## src/rtl/baud_gen_pkg.sv

```systemverilog
package baud_gen_pkg;

   typedef enum logic [1:0] {
      OSR_X16 = 2'b00,
      OSR_X8  = 2'b01,
      OSR_X4  = 2'b10,
      OSR_RSV = 2'b11
   } osr_sel_e;

   localparam int unsigned OSR_MAX   = 16;
   localparam int unsigned OSR_CNT_W = $clog2(OSR_MAX);

   function automatic logic [OSR_CNT_W-1:0] osr_last_idx(input logic [1:0] sel);
      case (osr_sel_e'(sel))
         OSR_X8:  return OSR_CNT_W'(7);
         OSR_X4:  return OSR_CNT_W'(3);
         default: return OSR_CNT_W'(OSR_MAX - 1);
      endcase
   endfunction

endpackage

```

## src/rtl/baud_cfg_track.sv

```systemverilog
module baud_cfg_track #(
   parameter int CFG_W = 22
) (
   input  logic             clk,
   input  logic             rst_n,
   input  logic [CFG_W-1:0] cfg,
   output logic             restart
);

   logic [CFG_W-1:0] cfg_q;

   always_ff @(posedge clk or negedge rst_n) begin
      if (!rst_n) begin
         cfg_q <= '0;
      end else begin
         cfg_q <= cfg;
      end
   end

   assign restart = (cfg != cfg_q);

endmodule

```

## src/rtl/baud_frac_div.sv

```systemverilog
module baud_frac_div #(
   parameter int DIV_W   = 16,
   parameter int FRAC_W  = 4,
   parameter bit FRAC_EN = 1'b1
) (
   input  logic              clk,
   input  logic              rst_n,
   input  logic              clear,
   input  logic              active,
   input  logic [DIV_W-1:0]  div,
   input  logic [FRAC_W-1:0] frac,
   output logic              wrap
);

   localparam logic [DIV_W-1:0] ONE = DIV_W'(1);

   logic [DIV_W-1:0] cnt;
   logic             stretch;
   logic             carry;
   logic             at_end;

   assign at_end = stretch ? (cnt == div) : (cnt == div - ONE);
   assign wrap   = active && !clear && at_end;

   always_ff @(posedge clk or negedge rst_n) begin
      if (!rst_n) begin
         cnt <= '0;
      end else if (clear || !active || wrap) begin
         cnt <= '0;
      end else begin
         cnt <= cnt + ONE;
      end
   end

   generate
      if (FRAC_EN) begin : g_frac
         logic [FRAC_W-1:0] acc;
         logic [FRAC_W:0]   sum;

         assign sum   = {1'b0, acc} + {1'b0, frac};
         assign carry = sum[FRAC_W];

         always_ff @(posedge clk or negedge rst_n) begin
            if (!rst_n) begin
               acc     <= '0;
               stretch <= 1'b0;
            end else if (clear || !active) begin
               acc     <= '0;
               stretch <= 1'b0;
            end else if (wrap) begin
               acc     <= sum[FRAC_W-1:0];
               stretch <= carry;
            end
         end
      end else begin : g_int_only
         logic unused_frac;
         assign unused_frac = ^frac;
         assign carry       = 1'b0;
         assign stretch     = 1'b0;
      end
   endgenerate

endmodule

```

## src/rtl/baud_osr_div.sv

```systemverilog
module baud_osr_div
   import baud_gen_pkg::*;
(
   input  logic       clk,
   input  logic       rst_n,
   input  logic       clear,
   input  logic       step,
   input  logic [1:0] sel,
   output logic       last
);

   logic [OSR_CNT_W-1:0] cnt;
   logic [OSR_CNT_W-1:0] top_idx;

   assign top_idx = osr_last_idx(sel);
   assign last    = step && (cnt == top_idx);

   always_ff @(posedge clk or negedge rst_n) begin
      if (!rst_n) begin
         cnt <= '0;
      end else if (clear) begin
         cnt <= '0;
      end else if (step) begin
         cnt <= last ? '0 : cnt + OSR_CNT_W'(1);
      end
   end

endmodule

```

## src/rtl/frac_baud_gen.sv

```systemverilog
module frac_baud_gen #(
   parameter int BYTE_W  = 8,
   parameter int FRAC_W  = 4,
   parameter bit FRAC_EN = 1'b1
) (
   input  logic              clk,
   input  logic              rst_n,
   input  logic              en,
   input  logic [BYTE_W-1:0] div_lo,
   input  logic [BYTE_W-1:0] div_hi,
   input  logic [FRAC_W-1:0] frac,
   input  logic [1:0]        osr_sel,
   output logic              sample_tick,
   output logic              bit_tick
);

   localparam int DIV_W = 2 * BYTE_W;
   localparam int CFG_W = DIV_W + FRAC_W + 2;

   generate
      if (BYTE_W < 2 || BYTE_W > 16) begin : g_bad_byte
         $error("frac_baud_gen: BYTE_W out of range");
      end
      if (FRAC_W < 1 || FRAC_W > 8) begin : g_bad_frac
         $error("frac_baud_gen: FRAC_W out of range");
      end
   endgenerate

   logic [DIV_W-1:0] div;
   logic             restart;
   logic             active;
   logic             wrap;
   logic             osr_last;

   assign div    = {div_hi, div_lo};
   assign active = en && (div != '0);

   baud_cfg_track #(.CFG_W(CFG_W)) u_cfg (
      .clk     (clk),
      .rst_n   (rst_n),
      .cfg     ({div, frac, osr_sel}),
      .restart (restart)
   );

   baud_frac_div #(
      .DIV_W   (DIV_W),
      .FRAC_W  (FRAC_W),
      .FRAC_EN (FRAC_EN)
   ) u_div (
      .clk    (clk),
      .rst_n  (rst_n),
      .clear  (restart),
      .active (active),
      .div    (div),
      .frac   (frac),
      .wrap   (wrap)
   );

   baud_osr_div u_osr (
      .clk   (clk),
      .rst_n (rst_n),
      .clear (restart || !active),
      .step  (wrap),
      .sel   (osr_sel),
      .last  (osr_last)
   );

   always_ff @(posedge clk or negedge rst_n) begin
      if (!rst_n) begin
         sample_tick <= 1'b0;
         bit_tick    <= 1'b0;
      end else begin
         sample_tick <= wrap;
         bit_tick    <= osr_last;
      end
   end

endmodule

```

## config.mk

```make
export PLATFORM = sky130hd
export DESIGN_NAME = frac_baud_gen
export DESIGN_NICKNAME = d
export VERILOG_FILES = /design/src/rtl/baud_gen_pkg.sv /design/src/rtl/baud_cfg_track.sv /design/src/rtl/baud_frac_div.sv /design/src/rtl/baud_osr_div.sv /design/src/rtl/frac_baud_gen.sv
export SDC_FILE = /design/constraint.sdc
export NUM_CORES = 1
export LEC_CHECK = 0
export BUFFER_PORTS_ARGS = -buffer_cell sky130_fd_sc_hd__buf_4
export CORE_UTILIZATION = 50
export CTS_CLUSTER_SIZE = 25
export DETAILED_ROUTE_END_ITERATION = 7
export PLACE_DENSITY = 0.69
export SLEW_MARGIN = 20
export SYNTH_ARGS = -nofsm -noshare
export SYNTH_HDL_FRONTEND = slang
export SYNTH_SLANG_ARGS = --single-unit
export TNS_END_PERCENT = 20
```

## constraint.sdc

```tcl
create_clock -name clk -period 2.8 [get_ports clk]
set_input_delay 0.28 -clock clk [delete_from_list [all_inputs] [get_ports clk]]
set_output_delay 0.28 -clock clk [all_outputs]
set_load 0.01 [all_outputs]
```

After elaboration in Yosys (flattened, before gate mapping)
Cells that the tools add are included.
{"block": "totals", "word_cells": 37, "inputBits": 25, "ff_bits": 49}
{"block": "classes", "reduce_logical": 10, "muxes": 10, "n_eq_ne": 6, "add_sub_neg": 4}
{"operator": "equality test 16 bit", "count": 2}
{"operator": "!= test 22 bit", "count": 1}
{"operator": "2-to-1 mux 4 bit", "count": 5}
{"operator": "adder 16 x 1 -> 16 bit, second input constant", "count": 1}
{"operator": "2-to-1 mux 16 bit", "count": 1}
{"operator": "nonzero test 16 bit", "count": 1}
{"operator": "subtractor 16 x 1 -> 16 bit, second input constant", "count": 1}
{"operator": "one-hot mux 4 bit (2 select lines)", "count": 1}
{"operator": "adder 4 x 4 -> 5 bit", "count": 1}
{"operator": "adder 4 x 1 -> 4 bit, second input constant", "count": 1}
{"operator": "equality test 4 bit", "count": 1}
{"operator": "logical AND 1 bit", "count": 4}
{"operator": "2-to-1 mux 1 bit", "count": 3}
{"operator": "equality test 2 x 1 -> 1 bit, second input constant", "count": 1}
{"operator": "equality test 2 bit, second input constant", "count": 1}
{"operator": "logical NOT 1 bit", "count": 2}
{"operator": "logical OR 1 bit", "count": 2}
{"operator": "nonzero test 2 bit", "count": 1}

Depth between registers and ports, before layout
{"block": "depth", "ltp_word": 8, "depth_mapped": 11}

Hierarchy
A second synthesis with hierarchy kept.
{"block": "unflattened", "cells_unflattened": 292, "hier_area_um2": 2970.3}
{"mod": "baud_frac_div", "cells_each": 203, "seq_area_each_um2": 525.5, "area_each_um2": 1776.7, "instances": 1}
{"mod": "baud_cfg_track", "cells_each": 51, "seq_area_each_um2": 550.5, "area_each_um2": 787.0, "instances": 1}
{"mod": "baud_osr_div", "cells_each": 28, "seq_area_each_um2": 100.1, "area_each_um2": 277.8, "instances": 1}
{"mod": "frac_baud_gen", "cells_each": 10, "seq_area_each_um2": 50.0, "area_each_um2": 128.9, "instances": 1}

Worst setup path before layout
No wires, ideal clock.
{"block": "synth_path", "path_kind": "input port to flip-flop", "startpoint": "input port div_lo[0]", "endpoint": "register u_div.stretch", "n_path_buf": 2, "slack_ps": 53, "setup_ps": 78, "required_time_ps": 2722, "arrival_time_ps": 2669, "path_stages": 10, "path_cell_list": "clkbuf_1 > inv_1 > ha_1 > or3b_1 > or4b_1 > o22ai_2 > o211ai_2 > buf_6 > or4_1 > a21oi_1"}
{"block": "synth_via", "elab_chain_len": 5}
{"element": "start, declared", "line_no": "frac_baud_gen.sv:9", "text": "input logic [BYTE_W-1:0] div_lo,"}
{"element": "subtractor 16 x 1 -> 16 bit, or another cell as far along", "line_no": "baud_frac_div.sv:22", "text": "assign at_end = stretch ? (cnt == div) : (cnt == div - ONE);"}
{"element": "equality test 16 bit, or another cell as far along", "line_no": "baud_frac_div.sv:22"}
{"element": "2-to-1 mux 1 bit, or another cell as far along", "line_no": "baud_frac_div.sv:22"}
{"element": "logical AND 1 bit or logical OR 1 bit (tied branches)", "line_no": "baud_frac_div.sv:23, baud_frac_div.sv:47"}
{"element": "nonzero test 2 bit (no line) or 2-to-1 mux 1 bit (tied branches)"}
{"element": "end signal, assigned", "line_no": "baud_frac_div.sv:52", "text": "stretch <= carry;"}
{"element": "end, declared", "line_no": "baud_frac_div.sv:18", "text": "logic stretch;"}
Parallel ways exist; a longest one is shown, timed or not.
A chain may end at the register's enable or synchronous reset.

Worst setup path in the final report
{"block": "layout_path", "startpoint": "register u_div.stretch", "endpoint": "register u_osr.cnt[3]"}
{"block": "layout_via", "elab_chain_len": 6}
{"element": "2-to-1 mux 1 bit *", "line_no": "baud_frac_div.sv:22"}
{"element": "logical AND 1 bit *", "line_no": "baud_frac_div.sv:23", "text": "assign wrap = active && !clear && at_end;"}
{"element": "logical AND 1 bit", "line_no": "baud_osr_div.sv:16", "text": "assign last = step && (cnt == top_idx);"}
{"element": "2-to-1 mux 4 bit", "line_no": "baud_osr_div.sv:24", "text": "cnt <= last ? '0 : cnt + OSR_CNT_W'(1);"}
{"element": "2-to-1 mux 4 bit", "line_no": "baud_osr_div.sv:23", "text": "end else if (step) begin"}
{"element": "2-to-1 mux 4 bit", "line_no": "baud_osr_div.sv:21", "text": "end else if (clear) begin"}
{"element": "end signal, assigned", "line_no": "baud_osr_div.sv:24"}
{"element": "end, declared", "line_no": "baud_osr_div.sv:12", "text": "logic [OSR_CNT_W-1:0] cnt;"}
Mark *: on every way between the ends. The rest lies on a longest branch, timed or not. The select of a mux whose other input is x is not followed.

==> impl_results.md <==
* Root buffer cell: clkbuf_8
* Leak pwr at 1.38 nW
* Setup TNS Final at 0 ns
* Port buffer count at 26
* Number of synthesized register bits at 49
* Status: finished, violations left
* DRT iter0 DRCs at 159
* RSZ-0062 raised after global routing: no
* Post-route antenna net violation count at 0
* Netlist cell types at 45
* Total core area at 0.00554 sq mm
* Final Hold Fails at 38
* Vias in the first global route at 2207
* DR pass1 iterations at 4
* Top cells by area, synth: dfrtp_1 42%, xnor2_1 11%, xor2_1 7.0%
* Vias per cell at 5.71
* Slew @ Worst Pin at 0.610 ns
* CTS tree: yes
* DP Wirelength at 4850 microns
* # diodes at 0
* Period utilization at 91.2%
* Layout Cells excl Fill at 391
* Cell Rows at 27
* Wirelength, routed at 6460 microns
* Post-cts sizing count at 0
* Min-delay worst type: input port to asynchronous set/reset pin
* CP max FO at 8
* FF-to-FF Start: u_div.stretch
* Slew Viols, Final at 0
* Initial core utilization at 52.2%
* Fin area at 0.00333 sq mm
* Fin nets at 352
* Routed len/inst at 16.5 microns
* Worst-path clk slew at 0.09 ns
* Maxcap violations at 0
* Routability cong. at 0.913
* H-tree Lvls at 2
* Post CTS Setup Buffer Count at 0
* Post-synth top cells: 49 x dfrtp_1, 37 x xnor2_1, 31 x nor2_1, 23 x xor2_1, 16 x nand4_1
* Most frequent cell after synthesis: dfrtp_1
* IO Pins at 27
* WS Path Type: register to register
* Fillers at 484
* Share of cells above drive strength 1 at 17.2%
* Sinks on Clock Net at 49
* Post-Syn Area at 0.00289 sq mm
* Fmax at 0.392 GHz
* Worst-skew pair later-pin latency at 0.30 ns
* Clock skew at 0.0119 ns
* CP endpoint kind: register
* Die X at 78.0 microns
* Largest net degree at the start of global routing at 50
* Fin util at 60.0%
* EDFF count, synth at 0
* Final WS setup at 0.246 ns
* First-pass GRT wire length at 11100 microns
* Post-synth top area share at 42.4%
* Leading area contributor after synthesis: dfrtp_1
* Async SR Flop Fraction at 100%
* Avg Cell Area, Syn at 10.0 sq um
* Hold Buf Count CTS at 0
* Power density over the cells at 454 mW/mm^2
* Maximum VDD drop at 0.000306 V
* Synth Instances at 288
* Yosys warning count at 0
* Startpoint Class: register
* CP Launch Point: u_div.stretch
* Die ar. at 0.00609 sq mm
* Dpl ws at 0.0307 ns
* Mapped Nets at 322
* Clk buf depth at 2
* Fin Hold WS at -0.0245 ns
* Number of CTS-inserted buffers at 5
* Overall Power at 1.51 mW
* Sequential element share of the synthesized area at 42.4%
* Ys flop type: dfrtp_1
* Area Growth Syn to Fin at 15.1%
* Failing checks: hold timing
* Global Route Usage Sum at 23.8%
* Vias at 2232
* Tmin final at 2.55 ns
* Inst Count DP at 383
* Worst slew margin at 59.4%
* CP Data Required Time at 2.98 ns
* Post-Place Cell Area at 0.00319 sq mm
* Initial antenna violation count at 0
* Gr ovfl total at 0
* Final setup fails at 0
* Die height at 78.0 microns
* Drc violations at 0
* Critical Path AT at 2.74 ns
critical path, stage by stage (launching register included):
cell and delay [ns]:
dfrtp_1 0.42, buf_4 0.18, or4_1 0.46, nor3_1 0.25
xnor2_1 0.21, o211ai_1 0.24, buf_4 0.23, o41ai_1 0.34
a21oi_1 0.10
report_power, final:
part / internal [mW] / leakage [nW] / switching, mW
clock: 0.360 / 0.0687 / 0.247
sequential: 0.723 / 0.634 / 0.00716
combinational: 0.0764 / 0.677 / 0.0983
flip-flops by register name (all words and copies together) (netlist names):
name,count
u_cfg.cfg_q,22
sample_tick,1
u_div.g_frac.acc,4
bit_tick,1
u_div.stretch,1
u_div.cnt,16
u_osr.cnt,4
cell usage in the layout, fill, tap and decap left out, drive strengths merged, types with 3 or more instances in the layout:
cell type  Yosys  final
dfrtp         49     49
o31ai          9      9
nand3         12     12
or4            6      6
nor2          31     31
nand2          4      4
nor4           9      9
or2            3      3
xnor2         37     37
inv            7      8
nor3           7      7
a21o           4      4
clkbuf         8      5
nand4         16     16
xor2          23     23
o211a          3      3
o211ai         3      3
buf            7     38
a21oi         11     11
and3           4      4
ha             8      8
cells by family (layout without fill, tap and decap cells):
| family | after synthesis | after routing | share of synthesized area (%) |
|---|---|---|---|
| xor gates and xnor gates | 60 | 60 | 18.2 |
| buffers and inverters | 22 | 53 | 3.59 |
| adders and majority gates | 9 | 9 | 4.16 |
| AOI/OAI and AO/OA | 43 | 43 | 11.5 |
| and+or+nand+nor | 105 | 105 | 20.1 |
| DFF | 49 | 49 | 42.4 |
path summary, 6_finish.rpt:
| path | endpoint | slack [ns] | cells after the start |
|---|---|---|---|
| worst max-delay path | u_osr.cnt[3] | 0.25 | 8 |
| worst min-delay path | u_cfg.cfg_q[19] | -0.02 | 1 |
| worst max register to register | u_osr.cnt[3] | 0.25 | 8 |
| worst min register to register | u_div.g_frac.acc[0] | 0.55 | 2 |
| max in group asynchronous | bit_tick | 2.40 | 1 |
| min in group clk | u_cfg.cfg_q[1] | 0.10 | 1 |
metal layers:
metal,global-route usage [%],routed length [microns],vias up
met5,0,0,-
met4,8.52,172,0
met3,4.19,312,12
met2,36.6,2920,64
met1,33.8,3060,1048
li1,-,-,1108
layout make-up:
cell class / count / area, sq um / share of cell area [%]
timing repair buffer: 38 / 285 / 8.58
inverter: 7 / 26.3 / 0.790
sequential: 49 / 1230 / 36.9
tap: 72 / 90.1 / 2.71
clock inverter: 3 / 68.8 / 2.07
clock buffer: 5 / 68.8 / 2.07
multi-input combinational: 217 / 1560 / 46.9
(Power assumes the default switching activity.)
